==> config.mk <==
export PLATFORM = sky130hd
export DESIGN_NAME = vcom_keeper
export DESIGN_NICKNAME = d
export VERILOG_FILES = /design/src/rtl/vk_pkg.sv /design/src/rtl/vk_polarity.sv /design/src/rtl/vk_deadline.sv /design/src/rtl/vk_extdiv.sv /design/src/rtl/vcom_keeper.sv
export SDC_FILE = /design/constraint.sdc
export NUM_CORES = 1
export LEC_CHECK = 0
export BUFFER_PORTS_ARGS = -buffer_cell sky130_fd_sc_hd__buf_2
export CAP_MARGIN = 20
export CORE_UTILIZATION = 60
export CTS_CLUSTER_SIZE = 25
export DETAILED_ROUTE_END_ITERATION = 16
export MAX_ROUTING_LAYER = met4
export PLACE_DENSITY_LB_ADDON = 0.05
export SLEW_MARGIN = 20
export SYNTH_ARGS = -nofsm -noshare
export SYNTH_HDL_FRONTEND = slang
export SYNTH_SLANG_ARGS = --single-unit
==> constraint.sdc <==
create_clock -name clk -period 2.5 [get_ports clk]
set_input_delay 0.375 -clock clk [delete_from_list [all_inputs] [get_ports clk]]
set_output_delay 0.375 -clock clk [all_outputs]
set_load 0.005 [all_outputs]
==> src/rtl/vk_pkg.sv <==
package vk_pkg;

  typedef enum logic {
    VK_SW  = 1'b0,
    VK_EXT = 1'b1
  } vk_mode_e;

  // True on the cycle whose edge completes the idle window.
  function automatic logic idle_window_closing(input int unsigned cnt,
                                               input int unsigned lim);
    return cnt == lim - 1;
  endfunction

  // True on the cycle whose edge completes one half period.
  function automatic logic half_period_closing(input int unsigned cnt,
                                               input int unsigned half);
    return cnt == half - 1;
  endfunction

endpackage

==> src/rtl/vk_polarity.sv <==
module vk_polarity (
  input  logic clk,
  input  logic rst_n,
  input  logic flip_i,
  output logic vbit_o
);

  logic vbit_q;

  always_ff @(posedge clk or negedge rst_n) begin
    if (!rst_n)      vbit_q <= 1'b0;
    else if (flip_i) vbit_q <= ~vbit_q;
  end

  assign vbit_o = vbit_q;

endmodule

==> src/rtl/vk_deadline.sv <==
module vk_deadline #(
  parameter int unsigned DEADLINE_CYC = 50_000_000
) (
  input  logic clk,
  input  logic rst_n,
  input  logic run_i,
  input  logic start_i,
  input  logic ack_i,
  output logic req_o,
  output logic hit_o
);
  import vk_pkg::*;

  localparam int unsigned CW = $clog2(DEADLINE_CYC + 1);
  localparam logic [CW-1:0] LIM = CW'(DEADLINE_CYC);

  logic [CW-1:0] idle_q;
  logic          req_q;
  logic          restart;

  assign restart = !run_i || start_i;
  assign hit_o   = !restart && idle_window_closing(32'(idle_q), DEADLINE_CYC);

  // Idle counter saturates at the limit so a missed deadline is requested once.
  always_ff @(posedge clk or negedge rst_n) begin
    if (!rst_n)            idle_q <= '0;
    else if (restart)      idle_q <= '0;
    else if (idle_q != LIM) idle_q <= idle_q + 1'b1;
  end

  always_ff @(posedge clk or negedge rst_n) begin
    if (!rst_n)              req_q <= 1'b0;
    else if (restart)        req_q <= 1'b0;
    else if (req_q && ack_i) req_q <= 1'b0;
    else if (hit_o)          req_q <= 1'b1;
  end

  assign req_o = req_q;

endmodule

==> src/rtl/vk_extdiv.sv <==
module vk_extdiv #(
  parameter int unsigned EXT_HALF_CYC = 50_000_000
) (
  input  logic clk,
  input  logic rst_n,
  input  logic en_i,
  output logic tog_o,
  output logic wrap_o
);
  import vk_pkg::*;

  localparam int unsigned DW = (EXT_HALF_CYC > 1) ? $clog2(EXT_HALF_CYC) : 1;

  logic [DW-1:0] div_q;
  logic          tog_q;

  assign wrap_o = en_i && half_period_closing(32'(div_q), EXT_HALF_CYC);

  always_ff @(posedge clk or negedge rst_n) begin
    if (!rst_n) begin
      div_q <= '0;
      tog_q <= 1'b0;
    end else if (!en_i) begin
      div_q <= '0;
      tog_q <= 1'b0;
    end else if (wrap_o) begin
      div_q <= '0;
      tog_q <= ~tog_q;
    end else begin
      div_q <= div_q + 1'b1;
    end
  end

  assign tog_o = tog_q;

endmodule

==> src/rtl/vcom_keeper.sv <==
module vcom_keeper #(
  parameter int unsigned DEADLINE_CYC = 50_000_000,
  parameter int unsigned EXT_HALF_CYC = 50_000_000
) (
  input  logic clk,
  input  logic rst_n,
  input  logic ext_mode_i,
  input  logic cmd_start_i,
  input  logic refresh_ack_i,
  output logic vbit_o,
  output logic refresh_req_o,
  output logic ext_toggle_o
);
  import vk_pkg::*;

  vk_mode_e mode;
  logic     sw_run;
  logic     flip_evt;
  logic     deadline_hit;
  logic     half_wrap;

  assign mode     = vk_mode_e'(ext_mode_i);
  assign sw_run   = (mode == VK_SW);
  assign flip_evt = sw_run && cmd_start_i;

  vk_polarity u_pol (
    .clk    (clk),
    .rst_n  (rst_n),
    .flip_i (flip_evt),
    .vbit_o (vbit_o)
  );

  vk_deadline #(.DEADLINE_CYC(DEADLINE_CYC)) u_dl (
    .clk     (clk),
    .rst_n   (rst_n),
    .run_i   (sw_run),
    .start_i (cmd_start_i),
    .ack_i   (refresh_ack_i),
    .req_o   (refresh_req_o),
    .hit_o   (deadline_hit)
  );

  vk_extdiv #(.EXT_HALF_CYC(EXT_HALF_CYC)) u_div (
    .clk    (clk),
    .rst_n  (rst_n),
    .en_i   (!sw_run),
    .tog_o  (ext_toggle_o),
    .wrap_o (half_wrap)
  );

endmodule

==> results_dict.tcl <==
set metrics [dict create \
    routed.top_layer "met4" \
    cp.required_ns 2.68 \
    grt_pass1_vias 1930 \
    synth_nets 294 \
    wire_per_inst_um 14.4 \
    synth_common_cells "nor2_1, dfrtp_1, xor2_1" \
    grt_overflow 0 \
    skew_ns 0.0145 \
    antenna_found_initial 0 \
    slew_violations 0 \
    grt_util_all_layers_pct 24.1 \
    yosysMostFrequentCell "nor2_1" \
    grt_max_degree 28 \
    drt_pass1_iterations 5 \
    layout-drive-gt1-share_pct 9.33 \
    wl_met3_um 138 \
    post-cts-setup-buffers 0 \
    worst_slew_pin_slew_ns 0.588 \
    finalPower_mw 1.48 \
    powerDensity_nw_per_um2 501 \
    htree_levels 2 \
    nNetsFinal 307 \
    dr.first_iter.drc_count 143 \
    cts_resized 0 \
    fmax_mhz 472 \
    synth-seq-cells 55 \
    cts_tree "yes" \
    worst_setup_path_start_kind "flop" \
    coreArea_um2 4380 \
    clk_pin_slew_ns 0.11 \
    dieArea_um2 4860 \
    synthFlopType "dfrtp_1" \
    cts_buffer_depth 2 \
    hold_class "in2async" \
    setup_viol 0 \
    hpwl_mm 3.52 \
    ant_nets 0 \
    num_vias 1994 \
    synthCells 286 \
    drt_wl_total_mm 5.07 \
    cts-buffers-inserted 5 \
    start_util_pct 62.8 \
    cts_root_buf "clkbuf_8" \
    clk_latency_ns 0.32 \
    die_height_um 69.7 \
    leakage_nw 1.25 \
    worst_hold_slack_ns 0.0388 \
    seq_area_frac_synth_pct 50.0 \
    route.met2.wl_mm 2.21 \
    filler_cell_count 359 \
    end_kind "flop" \
    synth_async_sr_flop_share_pct 100 \
    tns_ns 0 \
    synth_top_area_share_pct 50.0 \
    finalHoldViolCount 0 \
    ir_drop_mv 0.283 \
    routed_via_density 5.66 \
    drc_errors 0 \
    cp.arrival_ns 2.30 \
    syn_area_um2 2750 \
    synth_cell_types 31 \
    crit_fanout 9 \
    synth_edf_count 0 \
    fin_crit_sh_pct 84.8 \
    antenna_cells 0 \
    io_buffers 7 \
    cts_sinks 55 \
    max_cap_violations 0 \
    yosysWarnings 0 \
    wl_met1_mm 2.66 \
    placementRows 24 \
    gp_congestion 0.865 \
    synth.largest_area_cell "dfrtp_1" \
    area_growth_pct 7.46 \
    slew_headroom_pct 60.8 \
    fin_crit_ns 2.12 \
    criticalPathCategory "reg2reg" \
    top_level_ports 8 \
    syn_avg_cell_area_um2 9.62 \
    synth_area_leaders "dfrtp_1, xor2_1, nor2_1, xnor2_1, nand3_1" \
    die_w_um 69.7 \
    rsz0062_at_grt "false" \
    ctsHoldBuffers 0 \
    outcome "finished, final reports clean" \
    grt_pass1_wl_mm 9.13 \
]
## placed cells by master, fill, tap and decap left out, drive strengths merged
cell      instances
clkinvlp          2
nand2b            2
xnor2            20
nor2             57
and2              3
nand3            23
nor3              8
buf              13
inv               8
nand4            13
nand2            21
a21oi             4
and4              6
a21o              1
or3b              1
and3              4
clkinv            1
dfrtp            55
clkbuf            5
xor2             27
o21ai             3
nor4b             3
nor4             11
or4b              1
or4               1
or2               1
or3               3
ha                3
## through the flow
step           instance area (µm²)  worst slack, ns  util (%)  instances
2_1_floorplan                 2750            0.544         -        286
3_5_place_dp                  2870            0.405      65.4        344
5_1_grt                       2960            0.285      67.4        352
3_3_place_gp                  2870            0.464      65.4        344
4_1_cts                       2960            0.383      67.4        352
6_report                      2960            0.381      67.4        352
## worst paths after layout
| check | start | depth (start not counted) | slack, ns | end |
|---|---|---|---|---|
| max in group asynchronous | rst_n | 2 | 1.80 | u_dl.idle_q[14] |
| max reg2reg | u_dl.idle_q[18] | 5 | 0.38 | u_dl.idle_q[2] |
| min | rst_n | 1 | 0.04 | u_div.div_q[4] |
| min reg2reg | u_pol.vbit_o | 1 | 0.48 | u_pol.vbit_o |
| max | u_dl.idle_q[18] | 5 | 0.38 | u_dl.idle_q[2] |
| min in group clk | cmd_start_i | 3 | 0.35 | u_pol.vbit_o |
## metal layers
layer / up-vias / GRT usage, %
li1: 999 / -
met2: 36 / 34.4
met1: 952 / 36.0
met4: 0 / 8.00
met3: 7 / 3.05
met5: - / -
## logic make-up after synthesis
group / share of synthesized area [%]
AND/OR/NAND/NOR: 29.8
flip-flops: 50.0
XOR/XNOR: 15.0
buffers and inverters: 2.14
AO/OA/AOI/OAI: 1.68
adder cells (fa/ha/maj): 1.36
## registers in the layout, indices dropped and copies added (netlist names)
| name | flops |
|---|---|
| u_dl.req_o | 1 |
| u_pol.vbit_o | 1 |
| u_div.div_q | 26 |
| u_dl.idle_q | 26 |
| u_div.tog_o | 1 |
## cell type report
type,count,area (µm²),share of cell area (%)
multi-input cells,216,1320,44.5
flip-flops and latches,55,1380,46.6
clock inverters,3,20.0,0.677
repair buffers,13,80.1,2.71
inverters,8,30.0,1.02
well taps,52,65.1,2.20
clock buffers,5,68.8,2.33
## where the power goes
part / internal, mW / total (mW) / switching, mW
sequential: 0.903 / 0.917 / 0.0140
clock: 0.196 / 0.494 / 0.298
combinational: 0.0257 / 0.0715 / 0.0458
## worst max-delay path, cell delays in order, from the launching register on
cell and delay (ns):
dfrtp_1 0.43, or4b_1 0.53, or4_4 0.45, nor3_4 0.35
or3_1 0.17, a21oi_1 0.06
(Power assumes the default switching activity.)
